--- config.mk ---
export PLATFORM = sky130hd
export DESIGN_NAME = potcmd_engine
export DESIGN_NICKNAME = d
export VERILOG_FILES = /design/src/rtl/potcmd_pkg.sv /design/src/rtl/potcmd_timer.sv /design/src/rtl/potcmd_seq.sv /design/src/rtl/potcmd_bank.sv /design/src/rtl/potcmd_engine.sv
export SDC_FILE = /design/constraint.sdc
export NUM_CORES = 1
export LEC_CHECK = 0
export BUFFER_PORTS_ARGS = -buffer_cell sky130_fd_sc_hd__buf_2
export CORE_MARGIN = 3
export CORE_UTILIZATION = 45
export CTS_CLUSTER_DIAMETER = 200
export CTS_CLUSTER_SIZE = 10
export DETAILED_ROUTE_END_ITERATION = 8
export GPL_TIMING_DRIVEN = 0
export SYNTH_ARGS = -nofsm -noshare
export SYNTH_HDL_FRONTEND = slang
export SYNTH_SLANG_ARGS = --single-unit
--- constraint.sdc ---
create_clock -name clk -period 4.8 [get_ports clk]
set_clock_uncertainty 0.1 [all_clocks]
set_input_delay 0.72 -clock clk [delete_from_list [all_inputs] [get_ports clk]]
set_output_delay 0.72 -clock clk [all_outputs]
set_load 0.05 [all_outputs]
--- src/rtl/potcmd_pkg.sv ---
package potcmd_pkg;

    localparam int NPOT   = 4;
    localparam int NREG   = 4;
    localparam int VAL_W  = 6;
    localparam int BYTE_W = 8;
    localparam int SEL_W  = 2;
    localparam int CELL_W = 2 * SEL_W;
    localparam int NCELL  = NPOT * NREG;
    localparam logic [VAL_W-1:0] VAL_MAX = '1;

    localparam logic [3:0] OPC_LOAD_ALL = 4'b0001;
    localparam logic [3:0] OPC_STEP     = 4'b0010;
    localparam logic [3:0] OPC_SAVE_ALL = 4'b1000;
    localparam logic [3:0] OPC_RD_WIPER = 4'b1001;
    localparam logic [3:0] OPC_WR_WIPER = 4'b1010;
    localparam logic [3:0] OPC_RD_STORE = 4'b1011;
    localparam logic [3:0] OPC_WR_STORE = 4'b1100;
    localparam logic [3:0] OPC_LOAD_ONE = 4'b1101;
    localparam logic [3:0] OPC_SAVE_ONE = 4'b1110;

    typedef enum logic [3:0] {
        CMD_NONE,
        CMD_RD_WIPER,
        CMD_WR_WIPER,
        CMD_RD_STORE,
        CMD_WR_STORE,
        CMD_LOAD_ONE,
        CMD_SAVE_ONE,
        CMD_LOAD_ALL,
        CMD_SAVE_ALL,
        CMD_STEP
    } cmd_e;

    typedef struct packed {
        cmd_e             cmd;
        logic [SEL_W-1:0] slot;
        logic [SEL_W-1:0] pot;
    } instr_t;

    typedef struct packed {
        logic             valid;
        logic             from_wiper;
        logic             all_pots;
        logic [SEL_W-1:0] slot;
        logic [SEL_W-1:0] pot;
        logic [VAL_W-1:0] val;
    } pend_t;

    function automatic instr_t decode_instr(input logic [BYTE_W-1:0] b);
        instr_t r;
        r.slot = b[3:2];
        r.pot  = b[1:0];
        case (b[7:4])
            OPC_RD_WIPER: r.cmd = CMD_RD_WIPER;
            OPC_WR_WIPER: r.cmd = CMD_WR_WIPER;
            OPC_RD_STORE: r.cmd = CMD_RD_STORE;
            OPC_WR_STORE: r.cmd = CMD_WR_STORE;
            OPC_LOAD_ONE: r.cmd = CMD_LOAD_ONE;
            OPC_SAVE_ONE: r.cmd = CMD_SAVE_ONE;
            OPC_LOAD_ALL: r.cmd = CMD_LOAD_ALL;
            OPC_SAVE_ALL: r.cmd = CMD_SAVE_ALL;
            OPC_STEP:     r.cmd = CMD_STEP;
            default:      r.cmd = CMD_NONE;
        endcase
        return r;
    endfunction

    function automatic logic needs_data(input cmd_e c);
        return (c == CMD_WR_WIPER) || (c == CMD_WR_STORE);
    endfunction

    function automatic logic [CELL_W-1:0] cell_of(input logic [SEL_W-1:0] pot,
                                                  input logic [SEL_W-1:0] slot);
        return {pot, slot};
    endfunction

    function automatic logic [VAL_W-1:0] factory_val(input int pot, input int slot);
        int t;
        t = (pot * 13 + slot * 7 + 3) % (1 << VAL_W);
        return t[VAL_W-1:0];
    endfunction

endpackage

--- src/rtl/potcmd_timer.sv ---
module potcmd_timer #(
    parameter int BUSY_CYCLES = 250000
) (
    input  logic clk,
    input  logic rst,
    input  logic start,
    output logic busy
);
    localparam int CNT_W = $clog2(BUSY_CYCLES + 1);

    logic [CNT_W-1:0] cnt_q;

    always_ff @(posedge clk) begin
        if (rst) begin
            cnt_q <= '0;
        end else if (start) begin
            cnt_q <= CNT_W'(BUSY_CYCLES);
        end else if (cnt_q != '0) begin
            cnt_q <= cnt_q - 1'b1;
        end
    end

    assign busy = (cnt_q != '0);

    // a commit always opens a busy window
    p_busy_start_r6: assert property (@(posedge clk) disable iff (rst)
        start |=> busy);

endmodule

--- src/rtl/potcmd_seq.sv ---
module potcmd_seq
    import potcmd_pkg::*;
(
    input  logic              clk,
    input  logic              rst,
    input  logic              busy,
    input  logic              wp_n,
    input  logic              frame_begin,
    input  logic              byte_valid,
    input  logic [BYTE_W-1:0] byte_in,
    input  logic              stop,
    input  logic              step_valid,
    output logic              frame_strb,
    output logic              instr_strb,
    output instr_t            instr_now,
    output instr_t            instr_held,
    output logic              data_strb,
    output logic [VAL_W-1:0]  data_val,
    output logic              stop_strb,
    output logic              step_strb,
    output logic              byte_ack
);
    logic   in_frame_q;
    logic   [1:0] idx_q;
    instr_t held_q;
    logic   live;
    logic   accept;
    logic   refuse;

    assign live       = !busy;
    assign frame_strb = frame_begin && live;
    assign accept     = byte_valid && live && in_frame_q && !frame_begin;
    assign instr_strb = accept && (idx_q == 2'd0);
    assign instr_now  = decode_instr(byte_in);
    assign instr_held = held_q;
    assign data_strb  = accept && (idx_q == 2'd1) && needs_data(held_q.cmd);
    assign data_val   = byte_in[VAL_W-1:0];
    assign stop_strb  = stop && live && in_frame_q && !frame_begin;
    assign step_strb  = step_valid && live && in_frame_q && (idx_q == 2'd1)
                        && (held_q.cmd == CMD_STEP);
    assign refuse     = data_strb && (held_q.cmd == CMD_WR_STORE) && !wp_n;

    always_ff @(posedge clk) begin
        if (rst) begin
            in_frame_q <= 1'b0;
            idx_q      <= 2'd0;
            held_q     <= '0;
            byte_ack   <= 1'b0;
        end else begin
            byte_ack <= accept && !refuse;
            if (frame_strb) begin
                in_frame_q <= 1'b1;
                idx_q      <= 2'd0;
                held_q     <= '0;
            end else if (stop_strb) begin
                in_frame_q <= 1'b0;
            end else if (accept) begin
                if (idx_q != 2'd2) begin
                    idx_q <= idx_q + 2'd1;
                end
                if (instr_strb) begin
                    held_q <= instr_now;
                end
            end
        end
    end

    // nothing is acknowledged for a byte offered while busy
    p_no_ack_busy_r8: assert property (@(posedge clk) disable iff (rst)
        busy |=> !byte_ack);

    // an acknowledge always answers a byte of the previous cycle
    p_ack_has_byte_r12: assert property (@(posedge clk) disable iff (rst)
        byte_ack |-> $past(byte_valid));

endmodule

--- src/rtl/potcmd_bank.sv ---
module potcmd_bank
    import potcmd_pkg::*;
(
    input  logic             clk,
    input  logic             rst,
    input  logic [NPOT-1:0]  wcr_we,
    input  logic [VAL_W-1:0] wcr_wd [NPOT],
    input  logic [NCELL-1:0] dr_we,
    input  logic [VAL_W-1:0] dr_wd [NPOT],
    output logic [VAL_W-1:0] wcr_q [NPOT],
    output logic [VAL_W-1:0] dr_q [NCELL]
);
    for (genvar p = 0; p < NPOT; p++) begin : g_pot
        for (genvar r = 0; r < NREG; r++) begin : g_slot
            logic [VAL_W-1:0] cell_q = factory_val(p, r);

            always_ff @(posedge clk) begin
                if (dr_we[p*NREG+r]) begin
                    cell_q <= dr_wd[p];
                end
            end

            assign dr_q[p*NREG+r] = cell_q;
        end

        logic [VAL_W-1:0] wiper_q;

        always_ff @(posedge clk) begin
            if (rst) begin
                wiper_q <= dr_q[p*NREG];
            end else if (wcr_we[p]) begin
                wiper_q <= wcr_wd[p];
            end
        end

        assign wcr_q[p] = wiper_q;

        // leaving reset, the wiper matches slot 0 of its channel
        p_reload_r1: assert property (@(posedge clk) disable iff (rst)
            $past(rst) |-> (wiper_q == $past(dr_q[p*NREG])));
    end

endmodule

--- src/rtl/potcmd_engine.sv ---
module potcmd_engine
    import potcmd_pkg::*;
#(
    parameter int BUSY_CYCLES = 250000
) (
    input  logic                   clk,
    input  logic                   rst,
    input  logic                   frame_begin,
    input  logic                   byte_valid,
    input  logic [7:0]             byte_in,
    input  logic                   stop,
    input  logic                   step_valid,
    input  logic                   step_up,
    input  logic                   wp_n,
    output logic                   byte_ack,
    output logic [7:0]             rd_data,
    output logic                   busy,
    output logic [NPOT*VAL_W-1:0]  wipers
);
    logic             frame_strb;
    logic             instr_strb;
    logic             data_strb;
    logic             stop_strb;
    logic             step_strb;
    instr_t           instr_now;
    instr_t           instr_held;
    logic [VAL_W-1:0] data_val;

    logic [NPOT-1:0]  wcr_we;
    logic [VAL_W-1:0] wcr_wd [NPOT];
    logic [NCELL-1:0] dr_we;
    logic [VAL_W-1:0] dr_wd [NPOT];
    logic [VAL_W-1:0] wcr_q [NPOT];
    logic [VAL_W-1:0] dr_q [NCELL];

    pend_t            pend_q;
    logic             commit;
    logic [NCELL*VAL_W-1:0] dr_flat;

    potcmd_seq u_seq (
        .clk        (clk),
        .rst        (rst),
        .busy       (busy),
        .wp_n       (wp_n),
        .frame_begin(frame_begin),
        .byte_valid (byte_valid),
        .byte_in    (byte_in),
        .stop       (stop),
        .step_valid (step_valid),
        .frame_strb (frame_strb),
        .instr_strb (instr_strb),
        .instr_now  (instr_now),
        .instr_held (instr_held),
        .data_strb  (data_strb),
        .data_val   (data_val),
        .stop_strb  (stop_strb),
        .step_strb  (step_strb),
        .byte_ack   (byte_ack)
    );

    potcmd_bank u_bank (
        .clk   (clk),
        .rst   (rst),
        .wcr_we(wcr_we),
        .wcr_wd(wcr_wd),
        .dr_we (dr_we),
        .dr_wd (dr_wd),
        .wcr_q (wcr_q),
        .dr_q  (dr_q)
    );

    potcmd_timer #(.BUSY_CYCLES(BUSY_CYCLES)) u_timer (
        .clk  (clk),
        .rst  (rst),
        .start(commit),
        .busy (busy)
    );

    assign commit = stop_strb && pend_q.valid && wp_n;

    // Register update selection for wipers and store cells
    always_comb begin
        wcr_we = '0;
        dr_we  = '0;
        for (int p = 0; p < NPOT; p++) begin
            wcr_wd[p] = wcr_q[p];
            dr_wd[p]  = pend_q.from_wiper ? wcr_q[p] : pend_q.val;
        end

        if (instr_strb) begin
            case (instr_now.cmd)
                CMD_LOAD_ONE: begin
                    wcr_we[instr_now.pot] = 1'b1;
                    wcr_wd[instr_now.pot] = dr_q[cell_of(instr_now.pot, instr_now.slot)];
                end
                CMD_LOAD_ALL: begin
                    for (int p = 0; p < NPOT; p++) begin
                        wcr_we[p] = 1'b1;
                        wcr_wd[p] = dr_q[cell_of(SEL_W'(p), instr_now.slot)];
                    end
                end
                default: ;
            endcase
        end

        if (data_strb && (instr_held.cmd == CMD_WR_WIPER)) begin
            wcr_we[instr_held.pot] = 1'b1;
            wcr_wd[instr_held.pot] = data_val;
        end

        if (step_strb) begin
            if (step_up && (wcr_q[instr_held.pot] != VAL_MAX)) begin
                wcr_we[instr_held.pot] = 1'b1;
                wcr_wd[instr_held.pot] = wcr_q[instr_held.pot] + 1'b1;
            end else if (!step_up && (wcr_q[instr_held.pot] != '0)) begin
                wcr_we[instr_held.pot] = 1'b1;
                wcr_wd[instr_held.pot] = wcr_q[instr_held.pot] - 1'b1;
            end
        end

        if (commit) begin
            for (int p = 0; p < NPOT; p++) begin
                if (pend_q.all_pots || (pend_q.pot == SEL_W'(p))) begin
                    dr_we[cell_of(SEL_W'(p), pend_q.slot)] = 1'b1;
                end
            end
        end
    end

    // Pending store update, committed only at stop
    always_ff @(posedge clk) begin
        if (rst) begin
            pend_q <= '0;
        end else if (frame_strb || stop_strb) begin
            pend_q <= '0;
        end else if (instr_strb) begin
            pend_q <= '0;
            if ((instr_now.cmd == CMD_SAVE_ONE) || (instr_now.cmd == CMD_SAVE_ALL)) begin
                pend_q.valid      <= 1'b1;
                pend_q.from_wiper <= 1'b1;
                pend_q.all_pots   <= (instr_now.cmd == CMD_SAVE_ALL);
                pend_q.slot       <= instr_now.slot;
                pend_q.pot        <= instr_now.pot;
            end
        end else if (data_strb && (instr_held.cmd == CMD_WR_STORE)) begin
            pend_q.valid      <= wp_n;
            pend_q.from_wiper <= 1'b0;
            pend_q.all_pots   <= 1'b0;
            pend_q.slot       <= instr_held.slot;
            pend_q.pot        <= instr_held.pot;
            pend_q.val        <= data_val;
        end
    end

    // Read return path
    always_ff @(posedge clk) begin
        if (rst) begin
            rd_data <= '0;
        end else if (instr_strb) begin
            case (instr_now.cmd)
                CMD_RD_WIPER: rd_data <= {{(BYTE_W-VAL_W){1'b0}}, wcr_q[instr_now.pot]};
                CMD_RD_STORE: rd_data <= {{(BYTE_W-VAL_W){1'b0}},
                                          dr_q[cell_of(instr_now.pot, instr_now.slot)]};
                default: ;
            endcase
        end
    end

    for (genvar p = 0; p < NPOT; p++) begin : g_out
        assign wipers[p*VAL_W +: VAL_W] = wcr_q[p];
    end

    for (genvar c = 0; c < NCELL; c++) begin : g_flat
        assign dr_flat[c*VAL_W +: VAL_W] = dr_q[c];
    end

    // the wipers stay still while a programming cycle runs
    p_quiet_busy_r8: assert property (@(posedge clk) disable iff (rst)
        busy |=> $stable(wipers));

    // store cells change only at a commit
    p_store_only_commit_r6: assert property (@(posedge clk) disable iff (rst)
        !commit |=> $stable(dr_flat));

    // with protection active outside busy, the store cells hold
    p_protect_hold_r9: assert property (@(posedge clk) disable iff (rst)
        (!wp_n && !busy) |=> $stable(dr_flat));

    // a step past the top value leaves the wipers as they were
    p_step_sat_r10: assert property (@(posedge clk) disable iff (rst)
        (step_strb && step_up && (wcr_q[instr_held.pot] == VAL_MAX)) |=> $stable(wipers));

    // an undefined opcode changes neither wipers nor busy
    p_undef_quiet_r11: assert property (@(posedge clk) disable iff (rst)
        (instr_strb && (instr_now.cmd == CMD_NONE)) |=> ($stable(wipers) && !busy));

endmodule

* Yosys cells after proc, flatten, opt, wreduce, memory -nomap -nowiden *
Memory sizes are Yosys's and may differ from the RTL's.
Index checks and enable logic that the tools add are counted.
W data, S select, Z words.

word-level totals
  register bits = 171
  input bits = 16
  memory bits (read-only) = 64
  output and inout bits = 34
  logic and storage cells = 231
  memories kept = 1

cells by class
  reductions and logical operators = 61
  bitwise logic cells = 13
  equal/unequal tests = 15
  mux-type cells = 81
  add/sub/neg operators = 4
  magnitude comparators = 21

memories
  name             depth  bits a word  rd ports  clocked after Yosys merged registers in  write ports  line              source
  (no name shown)  16     4            1         0                                        0            potcmd_pkg.sv:54  case (b[7:4])

operators by type and width
  cell                     count
  $mux W6                  28
  $bmux W6 S4              5
  $mux W24                 5
  $mux W16                 7
  $bwmux W24               4
  $pmux W24 S2             1
  $mux W18                 2
  $logic_and A1 B1 Y1      30
  $mux W13                 2
  $ge A5 B5 Y1 const B     5
  $bmux W6 S2              2
  $demux W6 S2             2
  $mux W4                  6
  $reduce_bool A18 Y1      1
  $sub A18 B1 Y18 const B  1
  $eq A4 B3 Y1 const B     4
  $or A16 B12 Y16          1
  $or A16 B16 Y16          1
  $or A16 B8 Y16           1
  $pmux W8 S2              1
  $reduce_bool A2 Y1       8
  $not A4 Y5               3
  $demux W1 S2             6
  $lt A4 B5 Y1 const B     2
  other kinds (34)         67

* Longest topological paths before layout *
  word-level depth = 17
  mapped depth = 12
  mapped depth without buffers = 9

* Cells and area by module *
Synthesis repeated with hierarchy kept, for this count alone.

second synthesis, totals
  cell total of the unflattened synthesis = 894
  area total of the unflattened synthesis = 9760.6 µm²

by module, submodules not included
  module         area each (µm²)  cells each  seq. area each (µm²)  instances
  potcmd_engine  4010.1           532         380.4                 1
  potcmd_bank    4001.3           151         3603.5                1
  potcmd_timer   927.1            112         360.3                 1
  potcmd_seq     822.0            99          240.2                 1

* Worst setup path before layout *
Ideal clock, no wire load.

  path type = flip-flop to flip-flop
  start point = register u_bank.g_pot[1].wiper_q[0]
  end point = register u_bank.g_pot[3].wiper_q[3], data pin
  library setup time = 264 ps
  cell stages (with the launch flop) = 10
  arrival = 2990 ps
  period minus slack after synthesis = 3354 ps
  path buffers = 0
  setup slack = 1446 ps
  required time = 4436 ps
  cell sequence = edfxtp_1 mux4_2 ha_1 nand2_1 o22a_1 o31ai_1 o221ai_1 or3b_2 a21boi_0 a211oi_1

on the way
  longest elaborated chain between the ends = 10
  elaborated cells between the ends (all ways) = 16
  those cells by class = add/sub (2); eq/ne (1); mux (10); reduce/logical (3)

RTL lines
  item                                                 line                                        source
  from (decl)                                          potcmd_bank.sv:26                           logic [VAL_W-1:0] wiper_q;
  from (signal assigned)                               potcmd_bank.sv:30                           wiper_q <= dr_q[p*NREG];
  from (signal assigned)                               potcmd_bank.sv:32                           wiper_q <= wcr_wd[p];
  $bmux W6 S2 *                                        --
  $mux W6 (implied by the code) * (2 in a row)         --
  $sub A6 B1 Y6 or $reduce_bool A6 Y1 (tied branches)  potcmd_engine.sv:117, potcmd_engine.sv:115
  $bwmux W24 or $logic_and A1 B1 Y1 (tied branches)    potcmd_engine.sv:117, potcmd_engine.sv:115
  $mux W24                                             potcmd_engine.sv:115                        end else if (!step_up && (wcr_q[instr_held.pot] != '0)) begin
  $mux W24 *                                           potcmd_engine.sv:112                        if (step_up && (wcr_q[instr_held.pot] != VAL_MAX)) begin
  $mux W24 *                                           potcmd_engine.sv:111                        if (step_strb) begin
  $mux W6 *                                            potcmd_bank.sv:31                           end else if (wcr_we[p]) begin
  $mux W6 *                                            potcmd_bank.sv:29                           if (rst) begin
  to (signal assigned)                                 potcmd_bank.sv:30
  to (signal assigned)                                 potcmd_bank.sv:32
  to (decl)                                            potcmd_bank.sv:26

Every way passes the cells marked *; elsewhere a longest branch is shown, timed or not. The select of a mux whose other input is x is not followed.
A chain may end at the register's enable or synchronous reset.

* Worst setup path in the final report *
  start point = register u_seq.held_q, in the netlist u_seq.instr_held[1]
  end point = register u_bank.g_pot[1].wiper_q[1], data pin

on the way
  longest elaborated chain between the ends = 13
  elaborated cells between the ends (all ways) = 24
  those cells by class = add/sub (2); order compare (2); eq/ne (1); mux (14); bitwise (1); reduce/logical (4)

RTL lines
  item                                                                   line                  source
  from (decl)                                                            potcmd_seq.sv:25      instr_t held_q;
  from (signal assigned)                                                 potcmd_seq.sv:62      held_q <= instr_now;
  $not A2 Y3 (implied by the code) *                                     --
  parallel branches: the longest is 9 deep, another holds $sub A6 B1 Y6  --
  $mux W24 *                                                             potcmd_engine.sv:111
  $mux W6 *                                                              potcmd_bank.sv:31
  $mux W6 *                                                              potcmd_bank.sv:29

Mark *: on every way between the ends. The select of a mux whose other input is x is not followed.

==> reports/summary.log <==
[die] total die area 21560 sq um
[die] row cnt 50
[power_and_ir_drop] P per Cell Area 392.1 nW/um^2
[critical_path] source of the worst register-to-register timing path u_seq.instr_held[1]
[layout] layout overhead on the synthesized area 12.70%
[sta] number of pins exceeding their max-slew limit in the final report 0
[critical_path] largest fanout of any net on the critical path 10
[min_path] worst hold path startpoint u_seq.instr_held[2]
[clock_network] clock transition time at the flip-flop clock pins of the worst setup and hold paths 70 ps
[die] die span in x 146.8 um
[power_and_ir_drop] maximum VDD drop 0.0002264 V
[global_route] maximum number of pins on one net before global-route repair 17
[critical_path] crit path cell chain buf_2 -> clkbuf_1 -> mux4_2 -> ha_1 -> nand2_1 -> o22a_1 -> o31ai_1 -> o21ai_0 -> a22oi_1 -> o22ai_1 -> mux2_2
[status] run status completed
[critical_path] slowest cell on the critical path o31ai_1
[sta] RSZ-0062 raised after global routing no
[synthesis] area fraction of the dominant cell type after synthesis 0.4037
[critical_path] critical setup path kind reg -> reg
[job] number of max-cap violations 0
[drt] count of nets left with antenna violations after detail routing 0
[critical_path] Worst path max stage delay 860 ps
[global_route] Global Route Usage Sum 0.2649
[sta] max-slew headroom at the worst pin 0.2152
[sta] FMAX 215.9 MHz
[critical_path] number of buffers and inverters on the critical path 2
[sta] final setup violation count 0
[drt] wire length per cell 25.01 um
[die] core region area 19080 sq um
[synthesis] post-synthesis async set-or-reset flop share 0
[synthesis] Synth Cell Area 8926 sq um
[critical_path] data arrival time of the critical path 4720 ps
[critical_path] element type at the critical path start flip-flop
[sta] measured slew at the worst slew-check pin 1168 ps
[synthesis] cell types occupying the most area after synthesis edfxtp_1, dfxtp_1, mux4_2
[clock_network] clock tree from TritonCTS done
[sta] final sum of negative setup slack 0 ps
[synthesis] most common flop cell mapped by yosys edfxtp_1
[global_route] first-pass GRT wire length 42.50 mm
[layout] Antenna Cells 0
[global_route] number of global-route vias before repair 6889
[drt] final routed DRC violation total 0
[clock_network] post-cts repair resize count 0
[clock_network] Root Buffer Master clkbuf_16
[layout] share of final-layout standard cells stronger than drive strength 1 0.1858
[global_route] antenna violations before repair 1
[critical_path] CP required 4890 ps
[place] GPL Wtd Cong 0.9786
[place] Post-DP HPWL 20.82 mm
[power_and_ir_drop] overall power after layout 0.003945 W
[synthesis] count of flip-flops with a built-in enable after synthesis 120
[synthesis] library cells used by synthesis 72
[place] count of input and output buffers 43
[synthesis] Yosys Warn Count 0
[die] I/O Pins 50
[drt] detailed router's first-iteration violation count 903
[layout] number of nets in the final layout 876
[drt] first-pass detailed-route iteration total 5
[clock_network] insertion delay of the later-clocked pin in the worst-skew pair 440 ps
[critical_path] worst setup path startpoint u_seq.instr_held[1]
[drt] DRT Wirelength 28.04 mm
[clock_network] number of buffers added by the clock tree synthesis step 17
[clock_network] post-CTS setup buffer count 0
[clock_network] hold-fix buffer count after cts 0
[clock_network] Sink Count 169
[sta] minimum clock period after layout 4633 ps
[global_route] aggregate global routing overflow 0
[sta] fin crit share 0.9651
[layout] fillcell total 1682
[sta] Final Hold Viols 0
[clock_network] htree depth 4
[die] die boundary height 146.8 um
[critical_path] Crit. End Element flip-flop
[power_and_ir_drop] Pleak 3.493 nW
[clock_network] clock tree buffer depth 2
[drt] total number of vias 6843
[critical_path] kind of cell adding the most delay to the critical path compound AO/OA/AOI/OAI gates
[min_path] kind of path behind the tightest hold check reg -> reg
[synthesis] sequential fraction of the synthesis area 0.5136
[die] initial standard-cell utilization of the core 0.4678
[synthesis] Gate Count Post-Synth 785
[synthesis] synthesized area per cell 11.37 sq um
[synthesis] total of flip-flops plus latches after synthesis 169
[synthesis] dominant cell type by area after synthesis edfxtp_1
[drt] Vias per Instance 6.104
==> through the flow <==
stage | hold slack (ps) | cell area (sq um) | worst slack, ps | utilization | instances
2_1_floorplan | 328.8 | 8930 | 1446 | - | 786
3_3_place_gp | 346.7 | 9470 | 534.8 | 0.4963 | 1089
3_5_place_dp | 347.3 | 9470 | 383.8 | 0.4963 | 1089
4_1_cts | 363.2 | 10060 | 374.9 | 0.5272 | 1121
5_1_grt | 379.3 | 10060 | 117.6 | 0.5272 | 1121
6_report | 360.8 | 10060 | 167.5 | 0.5272 | 1121
==> registers in the layout, summed over array words and instances (netlist names) <==
register and count:
rd_data 6, u_seq.idx_q 2, u_bank.g_pot.wiper_q 24, u_seq.instr_held 8, u_seq.in_frame_q 1, u_seq.byte_ack 1
pend_q 13, u_timer.cnt_q 18, u_bank.g_pot.g_slot.cell_q 96
==> layout by cell type, fill, tap and decap left out, types with 4 or more instances in the layout <==
| cell | instances |
|---|---|
| a211oi_1 | 10 |
| a21oi_2 | 4 |
| a21oi_1 | 36 |
| nand2_1 | 113 |
| xor2_1 | 6 |
| nand4_1 | 4 |
| nor3b_1 | 4 |
| o211ai_1 | 4 |
| or2_2 | 8 |
| mux2i_1 | 37 |
| buf_4 | 4 |
| inv_1 | 18 |
| and2_1 | 4 |
| nor3_1 | 16 |
| buf_1 | 5 |
| nor2_1 | 76 |
| clkbuf_1 | 27 |
| xnor2_1 | 12 |
| o31a_1 | 11 |
| ha_1 | 12 |
| nor2b_1 | 9 |
| or3_1 | 8 |
| buf_2 | 51 |
| clkbuf_16 | 17 |
| mux2_2 | 5 |
| o21ai_0 | 26 |
| nand2b_1 | 17 |
| dfxtp_1 | 49 |
| mux4_2 | 42 |
| o31ai_1 | 9 |
| edfxtp_1 | 120 |
| nand3_1 | 14 |
| inv_6 | 5 |
==> path summary, 6_finish.rpt <==
check / slack (ps) / cells past startpoint / end
max: 170 / 11 / u_bank.g_pot[1].wiper_q[1]
min reg2reg: 360 / 2 / u_seq.instr_held[2]
min: 360 / 2 / u_seq.instr_held[2]
max reg2reg: 170 / 11 / u_bank.g_pot[1].wiper_q[1]
==> area by class of cell <==
cell class              count  area, sq um  area share
clock inverters            14        160.2     0.01592
plain buffers              43        186.4     0.01853
repair buffers             43        215.2     0.02139
multi-input cells         555         4088      0.4063
flip-flops and latches    169         4584      0.4557
well taps                 260        325.3     0.03234
clock buffers              18        429.2     0.04266
inverters                  19        71.32    0.007090
==> report_power, final <==
| part | switching (W) | total [W] | leakage (nW) | internal, W |
|---|---|---|---|---|
| Combinational | 0.000513 | 0.000820 | 1.89 | 0.000307 |
| Clock | 0.000624 | 0.00140 | 0.288 | 0.000781 |
| Sequential | 0.0000938 | 0.00172 | 1.31 | 0.00163 |
| Total | 0.00123 | 0.00394 | 3.49 | 0.00271 |
==> synthesized netlist by cell type, drive strengths merged, types with 4 or more instances <==
cell / instances
a211oi: 10
a21oi: 40
and2: 4
buf: 17
clkbuf: 26
dfxtp: 49
edfxtp: 120
ha: 12
inv: 18
mux2: 5
mux2i: 37
mux4: 42
nand2: 113
nand2b: 17
nand3: 14
nand4: 5
nor2: 78
nor2b: 9
nor3: 17
nor3b: 4
nor4: 4
o211ai: 6
o21ai: 28
o31a: 11
o31ai: 9
or2: 11
or3: 8
or4: 4
xnor2: 12
xor2: 6
==> metal layers <==
| layer | wire length [um] | global-route usage | vias up |
|---|---|---|---|
| li1 | - | - | 3057 |
| met1 | 11210 | 0.3465 | 3372 |
| met2 | 13140 | 0.4162 | 337 |
| met3 | 2489 | 0.06508 | 75 |
| met4 | 1180 | 0.1265 | 2 |
| met5 | 13 | 0 | - |
==> cells by family after synthesis <==
logic type                 share of synthesized area
AOI/OAI and AO/OA                             0.1040
DFF                                           0.5136
xor gates and xnor gates                     0.01766
buffers and inverters                        0.02887
adders and majority gates                    0.01682
other                                      0.0004201
and+or+nand+nor                               0.1648
muxes                                         0.1538
==> worst reg2reg max path: cells and delay by family, from the launching register on <==
family / cells / cell delay, ps
muxes: 2 / 750
DFF: 1 / 310
buffers and inverters: 2 / 690
AOI/OAI and AO/OA: 5 / 2220
adders and majority gates: 1 / 230
and+or+nand+nor: 1 / 80
(Power assumes the default switching activity.)
